File: config.mk
export PLATFORM = sky130hd
export DESIGN_NAME = evt_route_seq
export DESIGN_NICKNAME = d
export VERILOG_FILES = /design/src/rtl/evt_route_seq.sv
export SDC_FILE = /design/constraint.sdc
export NUM_CORES = 1
export LEC_CHECK = 0
export BUFFER_PORTS_ARGS = -buffer_cell sky130_fd_sc_hd__buf_2
export CAP_MARGIN = 20
export CORE_UTILIZATION = 30
export CTS_BUF_LIST = sky130_fd_sc_hd__clkbuf_16
export DETAILED_ROUTE_END_ITERATION = 10
export PLACE_DENSITY_LB_ADDON = 0.3
export SKIP_LAST_GASP = 1
export SLEW_MARGIN = 25
export SYNTH_ARGS = -nofsm -noshare
export SYNTH_HDL_FRONTEND = slang
export SYNTH_SLANG_ARGS = --single-unit
File: constraint.sdc
create_clock -name clk -period 8.64 [get_ports clk]
set_input_delay 1.728 -clock clk [delete_from_list [all_inputs] [get_ports clk]]
set_output_delay 1.728 -clock clk [all_outputs]
set_load 0.05 [all_outputs]
File: src/rtl/evt_route_seq.sv
module evt_route_seq #(
  parameter int BLK_W  = 4,
  parameter int IDX_W  = 12,
  parameter int PIDX_W = 16,
  parameter int QIDX_W = 20,
  parameter int ADDR_W = 48
) (
  input  logic                 clk,
  input  logic                 rst_n,
  input  logic                 trig_valid,
  input  logic [BLK_W-1:0]     trig_blk,
  input  logic [IDX_W-1:0]     trig_idx,
  input  logic [30:0]          trig_data,
  output logic                 busy,
  output logic                 done,
  output logic [2:0]           done_code,
  output logic                 desc_req,
  output logic [BLK_W-1:0]     desc_blk,
  output logic [IDX_W-1:0]     desc_idx,
  input  logic                 desc_rsp_valid,
  input  logic                 desc_hit,
  input  logic [7:0]           desc_flags,
  input  logic [7:0]           desc_prio,
  input  logic [3:0]           desc_qsize,
  input  logic [ADDR_W-1:0]    desc_qbase,
  input  logic [BLK_W-1:0]     desc_tgt_blk,
  input  logic [PIDX_W-1:0]    desc_tgt_idx,
  input  logic [BLK_W-1:0]     desc_esc_blk,
  input  logic [IDX_W-1:0]     desc_esc_idx,
  input  logic [30:0]          desc_esc_data,
  input  logic [QIDX_W+5:0]    desc_state,
  output logic                 desc_st_we,
  output logic [QIDX_W+5:0]    desc_st_wdata,
  output logic                 mem_we,
  output logic [ADDR_W-1:0]    mem_addr,
  output logic [31:0]          mem_wdata,
  input  logic                 mem_ack,
  output logic                 proc_req,
  output logic [BLK_W-1:0]     proc_blk,
  output logic [PIDX_W-1:0]    proc_idx,
  input  logic                 proc_rsp_valid,
  input  logic                 proc_hit,
  input  logic [7:0]           proc_ipb,
  output logic                 proc_we,
  output logic [7:0]           proc_ipb_wdata,
  output logic                 pres_req,
  output logic                 pres_fmt,
  output logic [7:0]           pres_prio,
  output logic [BLK_W-1:0]     pres_blk,
  output logic [PIDX_W-1:0]    pres_idx,
  input  logic                 pres_rsp_valid,
  input  logic                 pres_found
);

  localparam int ST_W = QIDX_W + 6;

  localparam logic [2:0] C_OK      = 3'd0;
  localparam logic [2:0] C_BADDESC = 3'd1;
  localparam logic [2:0] C_BADPROC = 3'd2;
  localparam logic [2:0] C_MASKED  = 3'd3;
  localparam logic [2:0] C_COAL    = 3'd4;
  localparam logic [2:0] C_CFGERR  = 3'd5;
  localparam logic [2:0] C_CHAIN   = 3'd6;

  localparam int F_VALID = 0, F_ENQ = 1, F_ALWAYS = 2, F_BACKLOG = 3;
  localparam int F_ESC = 4, F_UNCOND = 5, F_SILENT = 6, F_FMT = 7;

  typedef enum logic [2:0] {
    S_IDLE, S_DREQ, S_ENQ, S_NOTE, S_PROC, S_PRES, S_BLOG, S_ESC
  } state_e;

  state_e              state;
  logic                done_r;
  logic [2:0]          code_r;
  logic                depth_r;
  logic [BLK_W-1:0]    cur_blk;
  logic [IDX_W-1:0]    cur_idx;
  logic [30:0]         cur_data;
  logic [7:0]          flags_r;
  logic [7:0]          prio_r;
  logic [3:0]          qsize_r;
  logic [ADDR_W-1:0]   qbase_r;
  logic [BLK_W-1:0]    tgt_blk_r;
  logic [PIDX_W-1:0]   tgt_idx_r;
  logic [BLK_W-1:0]    esc_blk_r;
  logic [IDX_W-1:0]    esc_idx_r;
  logic [30:0]         esc_data_r;
  logic [ST_W-1:0]     st_r;
  logic [7:0]          ipb_r;

  logic [ST_W-1:0]     st_nxt;
  logic                st_we;
  logic [QIDX_W-1:0]   qmask;
  logic [QIDX_W-1:0]   qidx;
  logic [QIDX_W-1:0]   idx_inc;
  logic                wrap;
  logic [2:0]          n_step;
  logic [2:0]          e_step;
  logic                masked;
  logic [7:0]          ipb_bit;

  function automatic logic [2:0] pq_step(input logic [1:0] pq);
    case (pq)
      2'b00:   return 3'b110;
      2'b10:   return 3'b011;
      default: return {1'b0, pq};
    endcase
  endfunction

  assign qidx    = st_r[ST_W-1:6];
  assign idx_inc = (qidx + 1'b1) & qmask;
  assign wrap    = (idx_inc == '0);
  assign n_step  = pq_step(st_r[1:0]);
  assign e_step  = pq_step(st_r[3:2]);
  assign masked  = !flags_r[F_FMT] && (prio_r == 8'hFF);
  assign ipb_bit = (prio_r < 8'd8) ? (8'h80 >> prio_r[2:0]) : 8'h00;

  always_comb begin
    for (int i = 0; i < QIDX_W; i++) qmask[i] = (i < (int'(qsize_r) + 10));
  end

  always_comb begin
    st_nxt = st_r;
    st_we  = 1'b0;
    case (state)
      S_ENQ: if (mem_ack) begin
        st_nxt[ST_W-1:6] = idx_inc;
        st_nxt[4]        = wrap ? ~st_r[4] : st_r[4];
        st_nxt[5]        = wrap ? ~st_r[4] : st_r[5];
        st_we            = 1'b1;
      end
      S_NOTE: if (!flags_r[F_SILENT] && !masked && !flags_r[F_ALWAYS]) begin
        st_nxt[1:0] = n_step[1:0];
        st_we       = (n_step[1:0] != st_r[1:0]);
      end
      S_ESC: if (flags_r[F_ESC] && !depth_r && !flags_r[F_UNCOND]) begin
        st_nxt[3:2] = e_step[1:0];
        st_we       = (e_step[1:0] != st_r[3:2]);
      end
      default: ;
    endcase
  end

  assign busy           = (state != S_IDLE);
  assign done           = done_r;
  assign done_code      = code_r;
  assign desc_req       = (state == S_DREQ);
  assign desc_blk       = cur_blk;
  assign desc_idx       = cur_idx;
  assign desc_st_we     = st_we;
  assign desc_st_wdata  = st_nxt;
  assign mem_we         = (state == S_ENQ);
  assign mem_addr       = qbase_r + (ADDR_W'(qidx) << 2);
  assign mem_wdata      = {st_r[4], cur_data};
  assign proc_req       = (state == S_PROC);
  assign proc_blk       = tgt_blk_r;
  assign proc_idx       = tgt_idx_r;
  assign proc_we        = (state == S_BLOG);
  assign proc_ipb_wdata = ipb_r | ipb_bit;
  assign pres_req       = (state == S_PRES);
  assign pres_fmt       = flags_r[F_FMT];
  assign pres_prio      = prio_r;
  assign pres_blk       = tgt_blk_r;
  assign pres_idx       = tgt_idx_r;

  always_ff @(posedge clk or negedge rst_n) begin
    if (!rst_n) begin
      state      <= S_IDLE;
      done_r     <= 1'b0;
      code_r     <= C_OK;
      depth_r    <= 1'b0;
      cur_blk    <= '0;
      cur_idx    <= '0;
      cur_data   <= '0;
      flags_r    <= '0;
      prio_r     <= '0;
      qsize_r    <= '0;
      qbase_r    <= '0;
      tgt_blk_r  <= '0;
      tgt_idx_r  <= '0;
      esc_blk_r  <= '0;
      esc_idx_r  <= '0;
      esc_data_r <= '0;
      st_r       <= '0;
      ipb_r      <= '0;
    end else begin
      done_r <= 1'b0;
      if (st_we) st_r <= st_nxt;
      case (state)
        S_IDLE: if (trig_valid) begin
          cur_blk  <= trig_blk;
          cur_idx  <= trig_idx;
          cur_data <= trig_data;
          depth_r  <= 1'b0;
          state    <= S_DREQ;
        end
        S_DREQ: if (desc_rsp_valid) begin
          if (!desc_hit || !desc_flags[F_VALID]) begin
            done_r <= 1'b1; code_r <= C_BADDESC; state <= S_IDLE;
          end else begin
            flags_r    <= desc_flags;
            prio_r     <= desc_prio;
            qsize_r    <= desc_qsize;
            qbase_r    <= desc_qbase;
            tgt_blk_r  <= desc_tgt_blk;
            tgt_idx_r  <= desc_tgt_idx;
            esc_blk_r  <= desc_esc_blk;
            esc_idx_r  <= desc_esc_idx;
            esc_data_r <= desc_esc_data;
            st_r       <= desc_state;
            state      <= desc_flags[F_ENQ] ? S_ENQ : S_NOTE;
          end
        end
        S_ENQ: if (mem_ack) state <= S_NOTE;
        S_NOTE: begin
          if (flags_r[F_SILENT]) state <= S_ESC;
          else if (masked) begin
            done_r <= 1'b1; code_r <= C_MASKED; state <= S_IDLE;
          end else if (!flags_r[F_ALWAYS] && !n_step[2]) begin
            done_r <= 1'b1; code_r <= C_COAL; state <= S_IDLE;
          end else state <= S_PROC;
        end
        S_PROC: if (proc_rsp_valid) begin
          if (!proc_hit) begin
            done_r <= 1'b1; code_r <= C_BADPROC; state <= S_IDLE;
          end else begin
            ipb_r <= proc_ipb;
            state <= S_PRES;
          end
        end
        S_PRES: if (pres_rsp_valid) begin
          if (pres_found) begin
            done_r <= 1'b1; code_r <= C_OK; state <= S_IDLE;
          end else if (flags_r[F_BACKLOG]) begin
            if (flags_r[F_FMT]) begin
              done_r <= 1'b1; code_r <= C_CFGERR; state <= S_IDLE;
            end else state <= S_BLOG;
          end else state <= S_ESC;
        end
        S_BLOG: state <= S_ESC;
        S_ESC: begin
          if (!flags_r[F_ESC]) begin
            done_r <= 1'b1; code_r <= C_OK; state <= S_IDLE;
          end else if (depth_r) begin
            done_r <= 1'b1; code_r <= C_CHAIN; state <= S_IDLE;
          end else if (!flags_r[F_UNCOND] && !e_step[2]) begin
            done_r <= 1'b1; code_r <= C_COAL; state <= S_IDLE;
          end else begin
            cur_blk  <= esc_blk_r;
            cur_idx  <= esc_idx_r;
            cur_data <= esc_data_r;
            depth_r  <= 1'b1;
            state    <= S_DREQ;
          end
        end
        default: state <= S_IDLE;
      endcase
    end
  end

  assert_one_port_R12: assert property (@(posedge clk) disable iff (!rst_n)
    $onehot0({desc_req, mem_we, proc_req, pres_req, proc_we}));

  assert_done_pulse_R12: assert property (@(posedge clk) disable iff (!rst_n)
    done |=> !done);

  assert_masked_quiet_R5: assert property (@(posedge clk) disable iff (!rst_n)
    pres_req |-> !(!pres_fmt && pres_prio == 8'hFF));

  assert_silent_quiet_R4: assert property (@(posedge clk) disable iff (!rst_n)
    pres_req |-> !flags_r[F_SILENT]);

  assert_backlog_fmt0_R9: assert property (@(posedge clk) disable iff (!rst_n)
    proc_we |-> !pres_fmt);

  assert_chain_stop_R11: assert property (@(posedge clk) disable iff (!rst_n)
    (state == S_ESC && depth_r && flags_r[F_ESC]) |=> (done && done_code == C_CHAIN));

  assert_wrap_gen_R3: assert property (@(posedge clk) disable iff (!rst_n)
    (mem_we && desc_st_we && desc_st_wdata[ST_W-1:6] == '0) |->
      (desc_st_wdata[4] != mem_wdata[31] && desc_st_wdata[5] == desc_st_wdata[4]));

endmodule

==> run summary <==
The longest clock path from root to sink contains 3 buffers. After the first detailed-routing iteration, the DRC count stood at 618. The later-pin clock latency in the skew report is 0.57 ns.

The count of nets left with antenna violations once routing finished came out at 0. The first-pass GRT wire length came out at 60.2 mm. In the post-synthesis netlist, the biggest area contributors are dfrtp_1 46%, nand2_1 14%, mux2i_1 4.2%, nor2_1 3.8%, a21oi_1 3.6%.

The die width is 203 um. The run finished with clean final reports. The run gives 0 as the number of max-slew violations in the final report.

The maximum number of pins on one net before global-route repair came out at 121. The type of the worst setup path is input pin to output pin. The worst setup path is launched from an input pin.

Setup repair after global routing left no endpoint under its margin. The worst register-to-register path has a depth of 9. For the critical path data required time, the log shows 6.91 ns.

The tools report the total congestion overflow as 0. Share of Yosys cell area claimed by the top area cell type: 45.9%. Cell at the root of the clock tree: clkbuf_16.

Counting the buffers created by CTS gives 27. The routability-driven placement congestion ratio came out at 0.878. Wires add up to 39.4 mm. Dividing the detail-routed wire length by the instance count gives 17.0 um.

For this configuration, the core starts out at a cell density of 30.4%. Along the worst path, the maximum fanout reaches 30. During I/O placement, the number of pins put on the boundary was 416. Buffers placed on the I/O ports in this run total 415.

Post-CTS repair changed the size of 0 cells. For the worst setup path, the data arrival time is 4.47 ns. For this run, the total global-route usage over all layers was measured as 18.6%. Counting I/O delays and the setup requirement, the final critical path takes 6.20 ns.

The peak clock frequency supported by timing came out at 0.161 GHz. The startpoint of the worst-slack reg-to-reg timing path was qsize_r[1]. The HPWL after detailed placement was 28.6 mm; the clock slew at the register clock pins of the worst setup and hold paths was 0.06 ns. Slew at the pin closest to its max-slew limit: 1.01 ns.

STA classifies the critical path endpoint as an output pin. The synthesized netlist contains 82 unique library cells. The number of synthesized register bits is 222.

Share of synthesized registers carrying an async set or reset: 100%. In this run the critical register-to-register path is captured at st_r[4]. The worst hold path was traced through 2 stages. Setup total negative slack on the finished layout was measured at 0 ns. The detailed-route vias per instance is 4.83. The endpoint of the worst hold path was esc_data_r[24].

The synthesized area is 12100 um^2, and the post-synthesis to final-layout area growth is 26.6%. For flop-to-flop paths, the worst setup slack is 5.19 ns. For this run, the number of Yosys warnings is 0. After the last flow step, the layout net total stands at 2014.

In this run the standard cell core region covers 39700 um^2. After synthesis, the most frequently instantiated cells are 441 x nand2_1, 222 x dfrtp_1, 121 x nor2_1. The slowest stage of the critical path is the or4bb_1 cell.

Measured against its own limit, the worst slew margin works out to 32.5%. Cell taking the most area after synthesis: dfrtp_1. The fraction of final layout cells with drive strength greater than 1 came out at 28.7%. The tools report the synthesized netlist net count as 1660. The most common cell in the synthesized netlist is nand2_1. TritonCTS built the clock tree. Synthesis produced a netlist whose cell count is 1410. The maximum single-stage delay on the critical path was 0.49 ns.

The height of the die works out to 203 um. The critical path goes through buf_2 -> or4bb_1 -> buf_4 -> nor2_1 -> o221ai_1 -> nor3b_1 -> o2111ai_2 -> or3_1 -> o21ai_0 -> buf_2. The worst path uses 71.7% of the clock period.

The routed layout has 11200 vias. Number of setup violations in the final report: 0. The most common cell type on the critical path is buf_2. The share of the Yosys chip area taken by registers is 45.9%. In this run the post-CTS setup repair buffer count came out at 0. The number of endpoints with negative hold slack in the final report was 0.

The worst hold path belongs to the class register to register. The initial antenna violation count was 7; the via count of the first global-routing pass was 10800. The number of iterations in the first detailed-routing pass was 5.

Mean cell area of the mapped netlist: 8.57 um^2. Depth of the CTS H-tree: 1. The die covers 41100 um^2. After floorplanning, the core was divided into 73 placement rows. The number of violations of the max-capacitance limit was 0. The number of design rule violations left after detail routing is 0. The worst clock skew came out at 0.0193 ns. The number of enable flip-flop cells after synthesis came out at 0. After clock tree synthesis, the flow added hold-fix buffers numbering 0.

For the total number of clock tree sinks, the log shows 222. The most used flip-flop cell after synthesis is dfrtp_1. The worst hold path begins at esc_data_r[24].
## per-layer routing
metal  wire length (um)  up-vias  track usage (%)
li1                   -     5445                -
met1              16500     5282             22.8
met2              18900      371             31.8
met3               2960       59             5.41
met4                979       10             4.75
met5                 62        -            0.357
## cell usage in the layout, fill, tap and decap left out, types with 11 or more instances in the layout
cell	count
ha_1	23
a21oi_1	88
xnor2_1	22
o21ai_0	54
inv_1	23
nor2_1	121
nand4_1	12
mux2_2	21
nand2_1	439
mux2i_1	51
xor2_1	32
nor4_1	11
nand3_1	18
nor3b_1	11
clkbuf_16	27
nor3_1	17
a21o_1	16
buf_2	414
dfrtp_1	222
## sequential cells by signal (all words and copies together) (netlist names)
register and count:
st_r 26, esc_idx_r 12, qsize_r 4, ipb_r 8
flags_r 6, state 3, desc_idx 12, done_code 3
esc_data_r 31, qbase_r 48, esc_blk_r 4, done 1
pres_prio 8, pres_blk 4, cur_data 31, depth_r 1
desc_blk 4, pres_idx 16
## worst max-delay path by stage
stage / cells after the start / startpoint / end / slack (ns)
2_1_floorplan: 7 / mem_ack / desc_st_wdata[5] / 2.57
3_3_place_gp: 10 / mem_ack / desc_st_wdata[5] / 2.43
3_5_place_dp: 10 / mem_ack / desc_st_wdata[5] / 2.46
4_1_cts: 10 / mem_ack / desc_st_wdata[5] / 2.44
5_1_grt: 10 / mem_ack / desc_st_wdata[5] / 2.27
6_report: 10 / mem_ack / desc_st_wdata[5] / 2.44
## stage by stage
| step | util, % | hold WS [ns] | area [um^2] | worst slack (ns) | std cells |
|---|---|---|---|---|---|
| 2_1_floorplan | - | 0.445 | 12100 | 2.57 | 1410 |
| 3_3_place_gp | 36.2 | 0.457 | 14400 | 2.43 | 2260 |
| 3_5_place_dp | 36.2 | 0.462 | 14400 | 2.46 | 2260 |
| 4_1_cts | 38.5 | 0.478 | 15300 | 2.44 | 2310 |
| 5_1_grt | 38.5 | 0.498 | 15300 | 2.27 | 2310 |
| 6_report | 38.5 | 0.474 | 15300 | 2.44 | 2314 |
## final cells by class
class / count / area, um^2
fillers: 4156 / 24400
multi-input cells: 1071 / 5970
flip-flops and latches: 222 / 5560
repair buffers: 421 / 2140
clock buffers: 27 / 676
well taps: 525 / 657
clock inverters: 23 / 210
inverters: 21 / 78.8
diodes: 4 / 10.0
## critical path: cells and delay by family
| kind | cells | cell delay (ns) |
|---|---|---|
| AO/OA/AOI/OAI | 3 | 0.59 |
| buffers and inverters | 3 | 0.62 |
| AND/OR/NAND/NOR | 4 | 1.50 |
## cell families (layout without fill, tap and decap cells)
kind of cell / Yosys count / in the layout / share of synthesized area (%)
XOR/XNOR: 54 / 54 / 3.91
multiplexers: 72 / 72 / 6.18
AND/OR/NAND/NOR: 692 / 692 / 24.6
buffers and inverters: 117 / 492 / 5.00
adder cells (fa/ha/maj): 24 / 24 / 2.55
flip-flops: 222 / 222 / 45.9
AO/OA/AOI/OAI: 229 / 229 / 11.8
other: 0 / 4 / 0
Power is not shown: default switching activity piles up to over one toggle a cycle in this logic, so the estimate is an artifact.
